[src/rtl/twc_pkg.sv]
package twc_pkg;
  localparam logic [7:0] ST_START    = 8'h08;
  localparam logic [7:0] ST_RESTART  = 8'h10;
  localparam logic [7:0] ST_AW_ACK   = 8'h18;
  localparam logic [7:0] ST_AW_NACK  = 8'h20;
  localparam logic [7:0] ST_TX_ACK   = 8'h28;
  localparam logic [7:0] ST_TX_NACK  = 8'h30;
  localparam logic [7:0] ST_AR_ACK   = 8'h40;
  localparam logic [7:0] ST_AR_NACK  = 8'h48;
  localparam logic [7:0] ST_RX_ACK   = 8'h50;
  localparam logic [7:0] ST_RX_NACK  = 8'h58;
  localparam logic [7:0] ST_IDLE     = 8'hF8;

  localparam int CB_ENAB = 6;
  localparam int CB_STA  = 5;
  localparam int CB_STP  = 4;
  localparam int CB_FLAG = 3;
  localparam int CB_AAK  = 2;

  localparam int IB_IE   = 6;
  localparam int IB_SDAF = 8;
  localparam int IB_SCLF = 9;

  localparam logic [1:0] SEL_DATA = 2'd0;
  localparam logic [1:0] SEL_CTL  = 2'd1;
  localparam logic [1:0] SEL_INT  = 2'd2;

  typedef enum logic [1:0] {C_START, C_STOP, C_WR, C_RD} bit_op_e;
  typedef enum logic [2:0] {B_IDLE, B_START, B_STOP, B_TX, B_TXACK, B_RX, B_RXACK} byte_st_e;
endpackage

[src/rtl/twc_bit_engine.sv]
module twc_bit_engine
  import twc_pkg::*;
(
  input  logic    clk,
  input  logic    rst,
  input  logic    tick,
  input  logic    cmd_valid,
  input  bit_op_e cmd_op,
  input  logic    cmd_bit,
  input  logic    sda_in,
  output logic    busy,
  output logic    done,
  output logic    rx_bit,
  output logic    scl_low,
  output logic    sda_low
);
  localparam int PH_W = 2;
  localparam logic [PH_W-1:0] PH_LAST = '1;

  logic [PH_W-1:0] phase;
  bit_op_e         cur_op;
  logic            cur_bit;

  always_ff @(posedge clk) begin
    if (rst) begin
      busy    <= 1'b0;
      done    <= 1'b0;
      phase   <= '0;
      cur_op  <= C_RD;
      cur_bit <= 1'b1;
      rx_bit  <= 1'b1;
      scl_low <= 1'b0;
      sda_low <= 1'b0;
    end else begin
      done <= 1'b0;
      if (cmd_valid && !busy) begin
        busy    <= 1'b1;
        phase   <= '0;
        cur_op  <= cmd_op;
        cur_bit <= cmd_bit;
      end else if (busy && tick) begin
        phase <= phase + 1'b1;
        unique case (cur_op)
          C_START: begin
            case (phase)
              2'd0: sda_low <= 1'b0;
              2'd1: scl_low <= 1'b0;
              2'd2: sda_low <= 1'b1;
              default: scl_low <= 1'b1;
            endcase
          end
          C_STOP: begin
            case (phase)
              2'd0: scl_low <= 1'b1;
              2'd1: sda_low <= 1'b1;
              2'd2: scl_low <= 1'b0;
              default: sda_low <= 1'b0;
            endcase
          end
          default: begin
            case (phase)
              2'd0: begin
                scl_low <= 1'b1;
                sda_low <= (cur_op == C_WR) ? !cur_bit : 1'b0;
              end
              2'd1: scl_low <= 1'b0;
              2'd2: rx_bit  <= sda_in;
              default: scl_low <= 1'b1;
            endcase
          end
        endcase
        if (phase == PH_LAST) begin
          busy <= 1'b0;
          done <= 1'b1;
        end
      end
    end
  end


  tick_hold_chk: assert property (@(posedge clk) disable iff (rst)
    (busy && !tick) |=> ($stable(phase) && $stable(scl_low) && $stable(sda_low)));
endmodule

[src/rtl/twc_byte_ctrl.sv]
module twc_byte_ctrl
  import twc_pkg::*;
#(
  parameter int DATA_W = 8
) (
  input  logic              clk,
  input  logic              rst,
  input  logic              ctl_we,
  input  logic              ctl_enab,
  input  logic              ctl_sta,
  input  logic              ctl_stp,
  input  logic              ctl_flag,
  input  logic              ctl_aak,
  input  logic              dat_we,
  input  logic [DATA_W-1:0] dat_wdata,
  input  logic              eng_busy,
  input  logic              eng_done,
  input  logic              eng_rx_bit,
  output logic              cmd_valid,
  output bit_op_e           cmd_op,
  output logic              cmd_bit,
  output logic [7:0]        status_o,
  output logic              flag_o,
  output logic              enab_o,
  output logic              aak_o,
  output logic [DATA_W-1:0] data_o
);
  localparam int CNT_W = (DATA_W > 1) ? $clog2(DATA_W) : 1;
  localparam logic [CNT_W-1:0] LAST_BIT = CNT_W'(DATA_W - 1);

  byte_st_e          state;
  logic [DATA_W-1:0] shreg;
  logic [CNT_W-1:0]  bitcnt;
  logic              kick;
  logic              owned;
  logic              addr_phase;
  logic              rx_mode;
  logic              rw_bit;

  assign cmd_valid = kick;

  always_comb begin
    unique case (state)
      B_START: cmd_op = C_START;
      B_STOP:  cmd_op = C_STOP;
      B_TX:    cmd_op = C_WR;
      B_RXACK: cmd_op = C_WR;
      default: cmd_op = C_RD;
    endcase
    cmd_bit = (state == B_TX) ? shreg[DATA_W-1] : !aak_o;
  end

  always_ff @(posedge clk) begin
    if (rst) begin
      state      <= B_IDLE;
      shreg      <= '0;
      bitcnt     <= '0;
      kick       <= 1'b0;
      owned      <= 1'b0;
      addr_phase <= 1'b0;
      rx_mode    <= 1'b0;
      rw_bit     <= 1'b0;
      status_o   <= ST_IDLE;
      flag_o     <= 1'b0;
      enab_o     <= 1'b0;
      aak_o      <= 1'b0;
      data_o     <= '0;
    end else begin
      kick <= 1'b0;
      if (dat_we) data_o <= dat_wdata;
      unique case (state)
        B_IDLE: begin
          if (ctl_we) begin
            enab_o <= ctl_enab;
            aak_o  <= ctl_aak;
            if (ctl_enab && ctl_stp) begin
              state    <= B_STOP;
              kick     <= 1'b1;
              status_o <= ST_IDLE;
              flag_o   <= 1'b0;
              owned    <= 1'b0;
            end else if (ctl_enab && ctl_sta) begin
              state  <= B_START;
              kick   <= 1'b1;
              flag_o <= 1'b0;
            end else if (ctl_enab && flag_o && !ctl_flag) begin
              flag_o <= 1'b0;
              bitcnt <= '0;
              kick   <= 1'b1;
              if (rx_mode) begin
                state <= B_RX;
              end else begin
                state  <= B_TX;
                shreg  <= data_o;
                rw_bit <= data_o[0];
              end
            end
          end
        end
        B_START: if (eng_done) begin
          status_o   <= owned ? ST_RESTART : ST_START;
          owned      <= 1'b1;
          addr_phase <= 1'b1;
          rx_mode    <= 1'b0;
          flag_o     <= 1'b1;
          state      <= B_IDLE;
        end
        B_STOP: if (eng_done) state <= B_IDLE;
        B_TX: if (eng_done) begin
          shreg  <= shreg << 1;
          bitcnt <= bitcnt + 1'b1;
          kick   <= 1'b1;
          if (bitcnt == LAST_BIT) state <= B_TXACK;
        end
        B_TXACK: if (eng_done) begin
          flag_o <= 1'b1;
          state  <= B_IDLE;
          if (addr_phase) begin
            addr_phase <= 1'b0;
            if (rw_bit) begin
              status_o <= eng_rx_bit ? ST_AR_NACK : ST_AR_ACK;
              rx_mode  <= !eng_rx_bit;
            end else begin
              status_o <= eng_rx_bit ? ST_AW_NACK : ST_AW_ACK;
            end
          end else begin
            status_o <= eng_rx_bit ? ST_TX_NACK : ST_TX_ACK;
          end
        end
        B_RX: if (eng_done) begin
          shreg  <= {shreg[DATA_W-2:0], eng_rx_bit};
          bitcnt <= bitcnt + 1'b1;
          kick   <= 1'b1;
          if (bitcnt == LAST_BIT) state <= B_RXACK;
        end
        B_RXACK: if (eng_done) begin
          data_o   <= shreg;
          status_o <= aak_o ? ST_RX_ACK : ST_RX_NACK;
          flag_o   <= 1'b1;
          state    <= B_IDLE;
        end
        default: state <= B_IDLE;
      endcase
    end
  end


  flag_status_chk: assert property (@(posedge clk) disable iff (rst)
    $rose(flag_o) |-> (status_o != ST_IDLE));

  stop_idle_chk: assert property (@(posedge clk) disable iff (rst)
    (ctl_we && ctl_enab && ctl_stp && state == B_IDLE) |=> (status_o == ST_IDLE && !flag_o));

  no_enab_chk: assert property (@(posedge clk) disable iff (rst)
    (ctl_we && !ctl_enab && flag_o) |=> (flag_o && $stable(status_o)));

  kick_idle_chk: assert property (@(posedge clk) disable iff (rst)
    kick |-> !eng_busy);
endmodule

[src/rtl/twc_master.sv]
module twc_master
  import twc_pkg::*;
#(
  parameter int DATA_W = 8,
  parameter int INT_W  = 10
) (
  input  logic              clk,
  input  logic              rst,
  input  logic              osc_tick,
  input  logic              wr_en,
  input  logic [1:0]        wr_sel,
  input  logic [INT_W-1:0]  wr_data,
  output logic [7:0]        ctl_o,
  output logic [DATA_W-1:0] data_o,
  output logic [7:0]        status_o,
  output logic              irq_o,
  input  logic              sda_in,
  output logic              scl_low_o,
  output logic              sda_low_o
);
  logic    ie, scl_force, sda_force;
  logic    ctl_we, dat_we;
  logic    eng_busy, eng_done, eng_rx_bit, eng_scl_low, eng_sda_low;
  logic    cmd_valid, cmd_bit;
  bit_op_e cmd_op;
  logic    flag, enab, aak;

  assign ctl_we = wr_en && (wr_sel == SEL_CTL);
  assign dat_we = wr_en && (wr_sel == SEL_DATA);
  assign ctl_o  = {1'b0, enab, 2'b00, flag, aak, 2'b00};

  always_ff @(posedge clk) begin
    if (rst) begin
      ie        <= 1'b0;
      scl_force <= 1'b0;
      sda_force <= 1'b0;
      irq_o     <= 1'b0;
      scl_low_o <= 1'b0;
      sda_low_o <= 1'b0;
    end else begin
      if (wr_en && wr_sel == SEL_INT) begin
        ie        <= wr_data[IB_IE];
        scl_force <= wr_data[IB_SCLF];
        sda_force <= wr_data[IB_SDAF];
      end
      irq_o     <= ie && (status_o != ST_IDLE);
      scl_low_o <= eng_scl_low || scl_force;
      sda_low_o <= eng_sda_low || sda_force;
    end
  end

  twc_byte_ctrl #(.DATA_W(DATA_W)) u_byte (
    .clk(clk), .rst(rst),
    .ctl_we(ctl_we),
    .ctl_enab(wr_data[CB_ENAB]), .ctl_sta(wr_data[CB_STA]), .ctl_stp(wr_data[CB_STP]),
    .ctl_flag(wr_data[CB_FLAG]), .ctl_aak(wr_data[CB_AAK]),
    .dat_we(dat_we), .dat_wdata(wr_data[DATA_W-1:0]),
    .eng_busy(eng_busy), .eng_done(eng_done), .eng_rx_bit(eng_rx_bit),
    .cmd_valid(cmd_valid), .cmd_op(cmd_op), .cmd_bit(cmd_bit),
    .status_o(status_o), .flag_o(flag), .enab_o(enab), .aak_o(aak), .data_o(data_o)
  );

  twc_bit_engine u_bit (
    .clk(clk), .rst(rst), .tick(osc_tick),
    .cmd_valid(cmd_valid), .cmd_op(cmd_op), .cmd_bit(cmd_bit), .sda_in(sda_in),
    .busy(eng_busy), .done(eng_done), .rx_bit(eng_rx_bit),
    .scl_low(eng_scl_low), .sda_low(eng_sda_low)
  );


  irq_idle_chk: assert property (@(posedge clk) disable iff (rst)
    (status_o == ST_IDLE && $past(status_o == ST_IDLE)) |-> !irq_o);

  scl_force_chk: assert property (@(posedge clk) disable iff (rst)
    scl_force |=> scl_low_o);

  sda_force_chk: assert property (@(posedge clk) disable iff (rst)
    sda_force |=> sda_low_o);
endmodule

[config.mk]
export PLATFORM = sky130hd
export DESIGN_NAME = twc_master
export DESIGN_NICKNAME = d
export VERILOG_FILES = /design/src/rtl/twc_pkg.sv /design/src/rtl/twc_bit_engine.sv /design/src/rtl/twc_byte_ctrl.sv /design/src/rtl/twc_master.sv
export SDC_FILE = /design/constraint.sdc
export NUM_CORES = 1
export LEC_CHECK = 0
export BUFFER_PORTS_ARGS = -buffer_cell sky130_fd_sc_hd__buf_2
export CAP_MARGIN = 20
export CORE_MARGIN = 2
export CORE_UTILIZATION = 35
export DETAILED_ROUTE_END_ITERATION = 7
export SKIP_LAST_GASP = 1
export SLEW_MARGIN = 10
export SYNTH_ARGS = -nofsm -noshare
export SYNTH_HDL_FRONTEND = slang
export SYNTH_SLANG_ARGS = --single-unit
[constraint.sdc]
create_clock -name clk -period 1.9 [get_ports clk]
set_input_delay 0.285 -clock clk [delete_from_list [all_inputs] [get_ports clk]]
set_output_delay 0.285 -clock clk [all_outputs]
set_load 0.01 [all_outputs]
# Word level (Yosys, flattened, before mapping)
# Cells that the tools add are included.
# word_totals
reg_bits	54
inputBits	17
out_inout_bits	27
elab_cells	203
# op_classes
addsub	2
eq_ne	39
muxes	77
n_bitwise	6
n_reduce_logical	52
# op_table
op	count
2-to-1 mux 8 bit	17
2-to-1 mux 3 bit	15
case mux 8 bit (4 select lines)	1
!= test 2 x 1 -> 1 bit (second input constant)	13
case mux 1 bit (2 select lines)	12
case mux 8 bit (3 select lines)	1
2-to-1 mux 1 bit	23
AND reduction 6 bit	3
AND reduction 5 bit	3
!= test 2 bit (second input constant)	7
== test 3 bit (second input constant)	4
case mux 3 bit (4 select lines)	1
AND reduction 4 bit	3
nonzero test 2 bit	6
logical AND 1 bit	10
2-to-1 mux 5 bit	2
OR reduction 2 bit	5
== test 2 bit (second input constant)	4
2-to-1 mux 4 bit	2
!= test 8 bit (second input constant)	1
AND reduction 8 bit	1
AND reduction 7 bit	1
== test 2 x 1 -> 1 bit (second input constant)	3
== test 3 x 2 -> 1 bit (second input constant)	2
other kinds (20)	36

# Longest topological paths before layout
# Gate-level depths: netlist (run 1).
# depth
word_depth	7
mapped_depth	7

# Modules after synthesis
# From an unflattened synthesis (run 1), not the netlist that was laid out.
# hier_totals
hier_cells	332
area_unflattened_um2	2897.8
# modules_own_cells
mod	instances	cells_per_inst	area_per_inst_um2
twc_byte_ctrl	1	238	2028.2
twc_bit_engine	1	59	543.0
twc_master	1	35	326.6

# Worst setup path before layout (run 1)
# No wires, ideal clock.
# synth_path
path_type	register -> register
from	register u_byte.state[2]
to	register u_byte.shreg[0]
setup_time_ns	0.132
arrival_ns	1.729
t_required_ns	1.768
path_slack_ns	0.039
stages_incl_launch_ff	7
synth_period_minus_slack_ns	1.861
cell_sequence	dfxtp_1 -> buf_6 -> or3_4 -> buf_6 -> or4_4 -> a222oi_1 -> nor3_1
# synth_between
elab_chain_len	3
# synth_lines
item	line_no	source
start: declaration	twc_byte_ctrl.sv:31	byte_st_e state;
start signal: assignment	twc_byte_ctrl.sv:55	state <= B_IDLE;
start signal: assignment	twc_byte_ctrl.sv:77	state <= B_STOP;
start signal: assignment	twc_byte_ctrl.sv:83	state <= B_START;
== test 3 x 2 -> 1 bit (tied with other cells)	twc_byte_ctrl.sv:71	unique case (state)
!= test 2 x 1 -> 1 bit (no line) (tied with other cells)	-	
AND reduction 8 bit (no line)	-	
end signal: assignment	twc_byte_ctrl.sv:94	shreg <= data_o;
end signal: assignment	twc_byte_ctrl.sv:110	shreg <= shreg << 1;
end signal: assignment	twc_byte_ctrl.sv:131	shreg <= {shreg[DATA_W-2:0], eng_rx_bit};
end: declaration	twc_byte_ctrl.sv:32	logic [DATA_W-1:0] shreg;
# Several ways; a longest one is shown, not always the timed one.
# A chain may end at the register's enable or synchronous reset.

# Worst setup path after layout (run 1)
# layout_path
from	register u_byte.flag_o
to	register u_byte.shreg[4]
# layout_between
elab_chain_len	4
# layout_lines
item	line_no	source
start: declaration	twc_byte_ctrl.sv:23	output logic flag_o,
start signal: assignment	twc_byte_ctrl.sv:64	flag_o <= 1'b0;
start signal: assignment	twc_byte_ctrl.sv:80	flag_o <= 1'b0;
start signal: assignment	twc_byte_ctrl.sv:85	flag_o <= 1'b0;
logical AND 1 bit (2 in a row)	twc_byte_ctrl.sv:86	end else if (ctl_enab && flag_o && !ctl_flag) begin
!= test 2 x 1 -> 1 bit (no line)	-	
AND reduction 8 bit (no line)	-	
# Every way passes these cells.

==> results.py, run 1 <==
metrics = {
    "critical_path": {
        "r2r_start": "u_byte.flag_o",
        "path_class": "flop to flop",
        "reg2reg_depth": 4,
        "cp_data_required_time_ps": 2080,
        "crit_path_max_incr_delay_ps": 500,
        "cp-startpoint": "u_byte.flag_o",
        "crit_chain": "or4b_1 > or4_4 > nand2_1 > a311oi_1",
        "critical_path_arrival_ps": 1990,
        "worst_r2r_endpoint": "u_byte.shreg[4]",
        "cp.buffers_inverters": 0,
        "cp_slowest_cell": "or4b_1",
        "crit_family": "simple AND/OR/NAND/NOR gates",
        "worstSetupStartpointType": "flop",
        "r2r_slack_ps": 90,
        "cp-end-kind": "flop",
        "crit_fanout": 7,
    },
    "sta": {
        "skew_ps": 6.72,
        "tns_ps": 0,
        "fin_crit_sh": 0.954,
        "fmax_ghz": 0.552,
        "slew_violations": 0,
        "slew_headroom": 0.618,
        "tightest_slew_ps": 559,
        "finalHoldViolations": 0,
        "layout_min_cycle_time_ps": 1810,
        "setup_violations": 0,
        "setup_slack_ps": 87.7,
    },
    "cts": {
        "clockBufferDepth": 2,
        "holdBufCountCts": 0,
        "h-tree-depth": 2,
        "worst_skew_pair.late_latency_ps": 310,
        "clock-sinks": 51,
        "cts_buffers": 5,
        "root_buffer": "clkbuf_8",
        "post_cts_buffers": 0,
        "cts_tree": "built",
        "cts.clk_slew.worst_paths_ps": 100,
    },
    "yosys": {
        "syn_inst": 323,
        "synth_edf_count": 0,
        "yosysMostFrequentCell": "dfxtp_1",
        "synth_flop_cell": "dfxtp_1",
        "syn-cell-area_um2": 2720,
        "netlist_top_cells_count": "dfxtp_1 (51), nor2_1 (28), nand2_1 (22), clkbuf_1 (20)",
        "synth.yosys.seq_area_share": 0.375,
        "synth_top_area_share": 0.375,
        "yosysWarningCount": 0,
        "synth.distinct_cells": 53,
        "synth_seq_cells": 51,
        "syn_avg_cell_area_um2": 8.43,
        "synth_top_area_cell": "dfxtp_1",
        "ys_async_sr_fraction": 0,
        "synthTopCellsByArea": "dfxtp_1 (38%), mux2i_1 (6.6%), nor2_1 (3.9%)",
    },
    "global_route": {
        "grt.total_usage": 0.160,
        "antenna_found_initial": 0,
        "grt_overflow": 0,
        "grt_pass1_vias": 2260,
        "grt_max_degree": 29,
        "grt_pass1_wl_um": 11000,
    },
    "floorplan": {
        "io_pins": 44,
        "fp-row-count": 32,
        "start_util": 0.356,
        "die_w_um": 92.2,
        "core_area_um2": 7650,
        "fp.dieArea_um2": 8500,
        "fp.dieH_um": 92.2,
    },
    "finish": {
        "layout-drive-gt1-share": 0.198,
        "antennaDiodeCount": 0,
        "utilization": 0.408,
        "area.growth.synth_to_final_pct": 14.6,
        "fin_cells": 460,
        "nNetsFinal": 382,
    },
    "power": {
        "irDropWorstVdd_uv": 327,
        "power.share.combinational": 0.085,
        "leakage_nw": 1.25,
        "p_sw_frac": 0.253,
        "power.share.clock": 0.348,
        "power.internal_mw": 1.45,
        "power.density_nw_per_um2": 623,
        "power_frac_seq": 0.566,
        "total_power_mw": 1.94,
        "p_switching_uw": 492,
    },
    "worst_hold_path": {
        "hp-start": "sda_in",
        "hold_class": "input pin to flop",
        "min_to": "u_bit.rx_bit",
        "min_path_cells": 3,
    },
    "detailed_routing": {
        "drc_errors": 0,
        "routed_via_density": 5.30,
        "drtAntennaViolNets": 0,
        "first_pass_iters": 4,
        "wire_per_inst_um": 14.3,
        "drtIter0Drc": 143,
        "wl_um": 6570,
        "dr_total_vias": 2438,
    },
    "placement": {
        "port_buffers": 35,
        "gp_congestion": 0.840,
        "place_inst": 452,
        "dpl.hpwl_um": 4860,
        "detailedPlace.worstSlack_ps": -37.2,
    },
    "run_status": {
        "outcome": "complete, no violations",
    },
    "flow_run": {
        "cap_violations": 0,
    },
}
## worst max-delay path by stage
stage | depth (start not counted) | endpoint | slack (ps)
3_5_place_dp | 5 | u_byte.shreg[4] | -40
6_report | 4 | u_byte.shreg[4] | 90
5_1_grt | 5 | u_byte.shreg[4] | -6
4_1_cts | 4 | u_byte.shreg[4] | 110
2_1_floorplan | 6 | u_byte.shreg[0] | 40
3_3_place_gp | 5 | u_byte.shreg[5] | 30
## flip-flops by register name (all words and copies together), names as in the netlist, 2 cells and up
register	count
u_byte.data_o	8
u_byte.shreg	8
u_byte.status_o	5
u_byte.bitcnt	3
u_byte.state	3
u_bit.cur_op	2
u_bit.phase	2
## routing by layer
layer	track usage	share of wire	vias to the layer above
met2	0.250	0.45	65
met1	0.230	0.49	1142
met5	0	0	-
met3	0.0263	0.046	7
li1	-	-	1224
met4	0.0398	0.0090	0
## timing repair
item                                   4_1_cts  5_1_grt
setup endpoints to repair                    0        6
endpoints found under the hold margin        0        0
resized for setup                            0        2
## power groups by stage
stage / sequential (mW) / clock [mW] / combinational (mW)
finish: 1.10 / 0.677 / 0.166
global route: 1.10 / 0.743 / 0.183
CTS: 1.10 / 0.696 / 0.167
detailed placement: 1.13 / 0 / 0.166
global placement: 1.13 / 0 / 0.164
floorplan: 1.12 / 0 / 0.117
## cell families after synthesis
group	count (synthesis)	synth area share
fa+ha+maj	8	0.0368
simple gates	122	0.233
mux	18	0.0662
compound gates	77	0.198
other cells	1	0.00138
xor+xnor	3	0.00965
flops	51	0.375
buf+inv	43	0.0800
## worst min-delay path: cells and delay by family
kind | cells | cell delay (ps)
simple gates | 1 | 50
mux | 1 | 50
buf+inv | 1 | 80
## layout make-up
type	count	area, um2
multi-input cells	236	1520
inverters	9	33.8
repair buffers	54	318
flip-flops and latches	51	1020
well taps	102	128
clock buffers	6	82.6
fillers	782	4530
clock inverters	2	16.3
## placed cells by master, fill, tap and decap left out, drive strengths merged, types with 2 or more instances in the layout
| cell | n |
|---|---|
| nand4b | 2 |
| nor2 | 28 |
| clkbuf | 6 |
| o21a | 4 |
| xnor2 | 2 |
| nor3 | 18 |
| ha | 8 |
| and2 | 2 |
| a221oi | 2 |
| or3 | 3 |
| nand2 | 22 |
| o21ai | 13 |
| a311oi | 8 |
| inv | 9 |
| conb | 8 |
| o2111ai | 3 |
| nand2b | 8 |
| dfxtp | 51 |
| a22oi | 2 |
| nor2b | 7 |
| a22o | 2 |
| and3 | 6 |
| buf | 54 |
| a21oi | 16 |
| nor4 | 2 |
| nor3b | 2 |
| nand3 | 16 |
| nand3b | 2 |
| mux2i | 18 |
| a211oi | 13 |
## through the flow
step | cell area, um2 | hold WS (ps)
2_1_floorplan | 2750 | 410
3_3_place_gp | 3020 | 447
3_5_place_dp | 3020 | 452
4_1_cts | 3110 | 184
5_1_grt | 3120 | 180
6_report | 3120 | 184
(Power assumes the default switching activity.)
==> run 2, diff against run 1 <==
clock period = 2.13 ns   (was 1.9 ns; I/O delays follow)
==> results.py, run 2 (synthesis gave the netlist of run 1 again) <==
metrics = {
    "sta": {
        "skew_ps": 4.16,
        "setup_slack_ps": 235,
        "whs_ps": 220,
        "slew_violations": 0,
        "rsz0062_at_grt": "false",
        "setup_violations": 0,
        "tns_ps": 0,
        "layout_min_cycle_time_ps": 1890,
        "tightest_slew_ps": 548,
        "slew_headroom": 0.632,
        "fmax_ghz": 0.528,
        "fin_crit_sh": 0.890,
        "finalHoldViolations": 0,
    },
    "critical_path": {
        "worstSetupStartpointType": "flop",
        "cp-end-kind": "flop",
        "critical_path_arrival_ps": 2110,
        "cp_data_required_time_ps": 2340,
        "crit_fanout": 9,
        "path_class": "flop to flop",
    },
    "power": {
        "total_power_mw": 1.92,
        "leakage_nw": 1.24,
        "irDropWorstVdd_uv": 258,
        "power.density_nw_per_um2": 618,
    },
    "finish": {
        "largestRegisters": "u_byte.data_o (8), u_byte.shreg (8), u_byte.status_o (5)",
        "area.growth.synth_to_final_pct": 14.2,
        "layout-drive-gt1-share": 0.178,
        "fillCellCount": 786,
        "layout_commonest_cell": "dfxtp_1",
        "utilization": 0.407,
        "nNetsFinal": 377,
        "antennaDiodeCount": 0,
        "fin_cells": 455,
        "final_cell_area_um2": 3110,
        "final_cell_mix": "dfxtp_1 (51), buf_2 (35), nor2_1 (28)",
    },
    "detailed_routing": {
        "wire_per_inst_um": 14.5,
        "drc_errors": 0,
        "drtAntennaViolNets": 0,
        "wl_um": 6620,
        "drtIter0Drc": 165,
        "dr_total_vias": 2405,
        "first_pass_iters": 4,
        "routed_via_density": 5.29,
    },
    "cts": {
        "cts_buffers": 5,
        "holdBufCountCts": 0,
        "cts_tree": "built",
        "h-tree-depth": 2,
        "root_buffer": "clkbuf_8",
        "clockBufferDepth": 2,
        "cts-resized-gates": 0,
        "clock-sinks": 51,
        "worst_skew_pair.late_latency_ps": 310,
        "post_cts_buffers": 0,
        "cts.clk_slew.worst_paths_ps": 90,
    },
    "floorplan": {
        "fp.dieArea_um2": 8500,
        "core_area_um2": 7650,
        "die_w_um": 92.2,
        "io_pins": 44,
        "fp-row-count": 32,
        "fp.dieH_um": 92.2,
        "start_util": 0.356,
    },
    "placement": {
        "place_area_um2": 2980,
        "detailedPlace.worstSlack_ps": 156,
        "gp_congestion": 0.869,
        "place_inst": 447,
        "dpl.hpwl_um": 4910,
        "port_buffers": 35,
    },
    "global_route": {
        "grt_max_degree": 31,
        "grt.total_usage": 0.159,
        "antenna_found_initial": 0,
        "grt_pass1_wl_um": 10700,
        "grt_overflow": 0,
        "grt_pass1_vias": 2198,
    },
    "worst_hold_path": {
        "hold_class": "input pin to flop",
    },
    "flow_run": {
        "cap_violations": 0,
    },
    "run_status": {
        "outcome": "complete, no violations",
    },
}
## run 2: cell type report
cell class | instances | area (um2) | area share
Clock buffer | 6 | 72.6 | 0.0233
Multi-Input combinational cell | 236 | 1520 | 0.487
Timing Repair Buffer | 49 | 280 | 0.0901
Clock inverter | 2 | 60.1 | 0.0193
Inverter | 9 | 33.8 | 0.0109
Tap cell | 102 | 128 | 0.0410
Sequential cell | 51 | 1020 | 0.328
## run 2: critical path, cell delays in order (launching register included)
cell and delay [ps]:
dfxtp_1 400, or4b_1 480, buf_4 170, nor4_4 400, nor3_1 80, a311oi_1 270
## run 2: power by group
| group | switching, mW | internal, mW |
|---|---|---|
| registers | 0.0145 | 0.968 |
| clock network | 0.326 | 0.470 |
| logic | 0.0858 | 0.0580 |
| total | 0.426 | 1.50 |
## run 2: final timing paths
| kind | startpoint | end | slack (ps) | cells past startpoint |
|---|---|---|---|---|
| setup / recovery | u_byte.flag_o | u_byte.shreg[6] | 240 | 5 |
| hold / removal | sda_in | u_bit.rx_bit | 220 | 3 |
| setup reg to reg | u_byte.flag_o | u_byte.shreg[6] | 240 | 5 |
| hold reg to reg | u_bit.sda_low | u_bit.sda_low | 480 | 2 |
## run 2: per-layer routing
layer | share of wire | track usage | vias up
met4 | 0.014 | 0.0547 | 0
met2 | 0.44 | 0.241 | 93
met1 | 0.47 | 0.224 | 1099
li1 | - | - | 1203
met5 | 0 | 0 | -
met3 | 0.078 | 0.0304 | 10
==> run 3, diff against run 2 <==
SETUP_SLACK_MARGIN = 0.3   (was unset)
==> results.py, run 3 (synthesis gave the netlist of run 1 again) <==
metrics = {
    "cts": {
        "clockBufferDepth": 2,
        "cts.clk_slew.worst_paths_ps": 100,
        "root_buffer": "clkbuf_8",
        "clock-sinks": 51,
        "cts_tree": "built",
        "worst_skew_pair.late_latency_ps": 300,
        "cts_buffers": 5,
        "h-tree-depth": 2,
    },
    "floorplan": {
        "start_util": 0.356,
        "core_area_um2": 7650,
        "fp-row-count": 32,
        "io_pins": 44,
        "fp.dieH_um": 92.2,
        "fp.dieArea_um2": 8500,
        "die_w_um": 92.2,
    },
    "power": {
        "irDropWorstVdd_uv": 332,
        "power.density_nw_per_um2": 570,
        "leakage_nw": 1.27,
    },
    "global_route": {
        "grt_max_degree": 30,
        "antenna_found_initial": 0,
        "grt_pass1_wl_um": 11200,
        "grt.total_usage": 0.162,
        "grt_overflow": 0,
        "grt_pass1_vias": 2257,
    },
    "critical_path": {
        "crit_path_max_incr_delay_ps": 460,
        "r2r_start": "u_byte.state[2]",
        "crit_fanout": 9,
        "cp_data_required_time_ps": 2300,
        "path_common_cell": "or3_4",
        "worstSetupStartpointType": "flop",
        "crit_chain": "or3_4 > or3_4 > a211oi_1 > o21ai_0",
        "path_class": "flop to flop",
        "worst_r2r_endpoint": "u_byte.status_o[6]",
        "critical_path_arrival_ps": 1930,
        "reg2reg_depth": 4,
        "cp_slowest_cell": "or3_4",
        "cp-end-kind": "flop",
        "r2r_slack_ps": 370,
    },
    "flow_run": {
        "cap_violations": 0,
    },
    "run_status": {
        "outcome": "complete, no violations",
    },
    "detailed_routing": {
        "first_pass_iters": 4,
        "drtIter0Drc": 119,
        "dr_total_vias": 2442,
        "drc_errors": 0,
        "routed_via_density": 5.31,
        "wire_per_inst_um": 14.7,
        "drtAntennaViolNets": 0,
        "wl_um": 6760,
    },
    "finish": {
        "nNetsFinal": 383,
        "fin_cells": 460,
        "layout-drive-gt1-share": 0.218,
        "largestRegisters": "u_byte.data_o (8), u_byte.shreg (8), u_byte.status_o (5)",
        "multi_input_area_um2": 1550,
        "final_cell_mix": "dfxtp_1 (48), buf_2 (35), nor2_1 (28)",
        "fillCellCount": 795,
        "area.growth.synth_to_final_pct": 16.5,
        "final_cell_area_um2": 3170,
        "layout_commonest_cell": "dfxtp_1",
        "register_area_um2": 1020,
        "antennaDiodeCount": 0,
    },
    "sta": {
        "layout_min_cycle_time_ps": 1760,
        "slew_headroom": 0.668,
        "tightest_slew_ps": 494,
        "fmax_ghz": 0.568,
        "fin_crit_sh": 0.827,
        "setup_violations": 0,
        "skew_ps": 10.6,
        "finalHoldViolations": 0,
        "slew_violations": 0,
        "tns_ps": 0,
        "rsz0062_at_grt": "true",
    },
    "worst_hold_path": {
        "hold_class": "input pin to flop",
        "hp-start": "sda_in",
        "min_path_cells": 3,
        "min_to": "u_bit.rx_bit",
    },
    "placement": {
        "place_inst": 448,
        "port_buffers": 35,
        "dpl.hpwl_um": 4960,
        "place_area_um2": 2990,
        "gp_congestion": 0.873,
    },
}
## run 3: layer usage
metal / wire [um] / track usage / vias to the layer above / part of all wire
met5: 0 / 0 / - / 0
met4: 78 / 0.0423 / 0 / 0.012
met3: 344 / 0.0255 / 9 / 0.051
met2: 3030 / 0.254 / 64 / 0.45
met1: 3310 / 0.232 / 1153 / 0.49
li1: - / - / 1216 / -
## run 3: worst max-delay path: cells and delay by family (launching register included)
family	cells	cell delay, ps
compound gates	2	380
simple gates	2	890
flops	1	370
## run 3: how the worst max path moves through the flow
stage,end,cells after the start,start
global route,u_byte.shreg[1],6,u_byte.flag_o
global placement,u_byte.shreg[6],5,wr_data[3]
detailed placement,u_byte.shreg[0],5,wr_data[5]
finish,u_byte.status_o[6],4,u_byte.state[2]
CTS,u_byte.status_o[4],4,u_byte.state[2]
floorplan,u_byte.shreg[0],4,wr_data[3]
## run 3: final cells by class
type	count	share of cell area
clock buffer	5	0.0217
clock inverter	2	0.0118
inverter	9	0.0107
multi-input combinational	236	0.487
sequential	51	0.323
tap	102	0.0403
timing repair buffer	55	0.105
## run 3: power breakdown
group,switching (mW),internal [mW],leakage (nW)
combinational,0.0851,0.0605,0.801
sequential,0.0157,0.968,0.414
clock,0.333,0.344,0.0502
## run 3: per-stage QoR
step,setup slack (ps),hold WS (ps),utilization,power [mW]
after floorplan,308,434,-,1.11
after global placement,117,447,0.391,1.15
after detailed placement,66.6,454,0.391,1.15
after CTS,300,219,0.407,1.81
after global routing,277,241,0.415,1.87
final,370,226,0.415,1.81
## run 3: timing repair
action / CTS / global route
pin swaps: 4 / 8
resized for setup: 3 / 8
setup buffers: 1 / 4
hold buffers: 0 / 0
endpoints found under the setup margin: 10 / 13
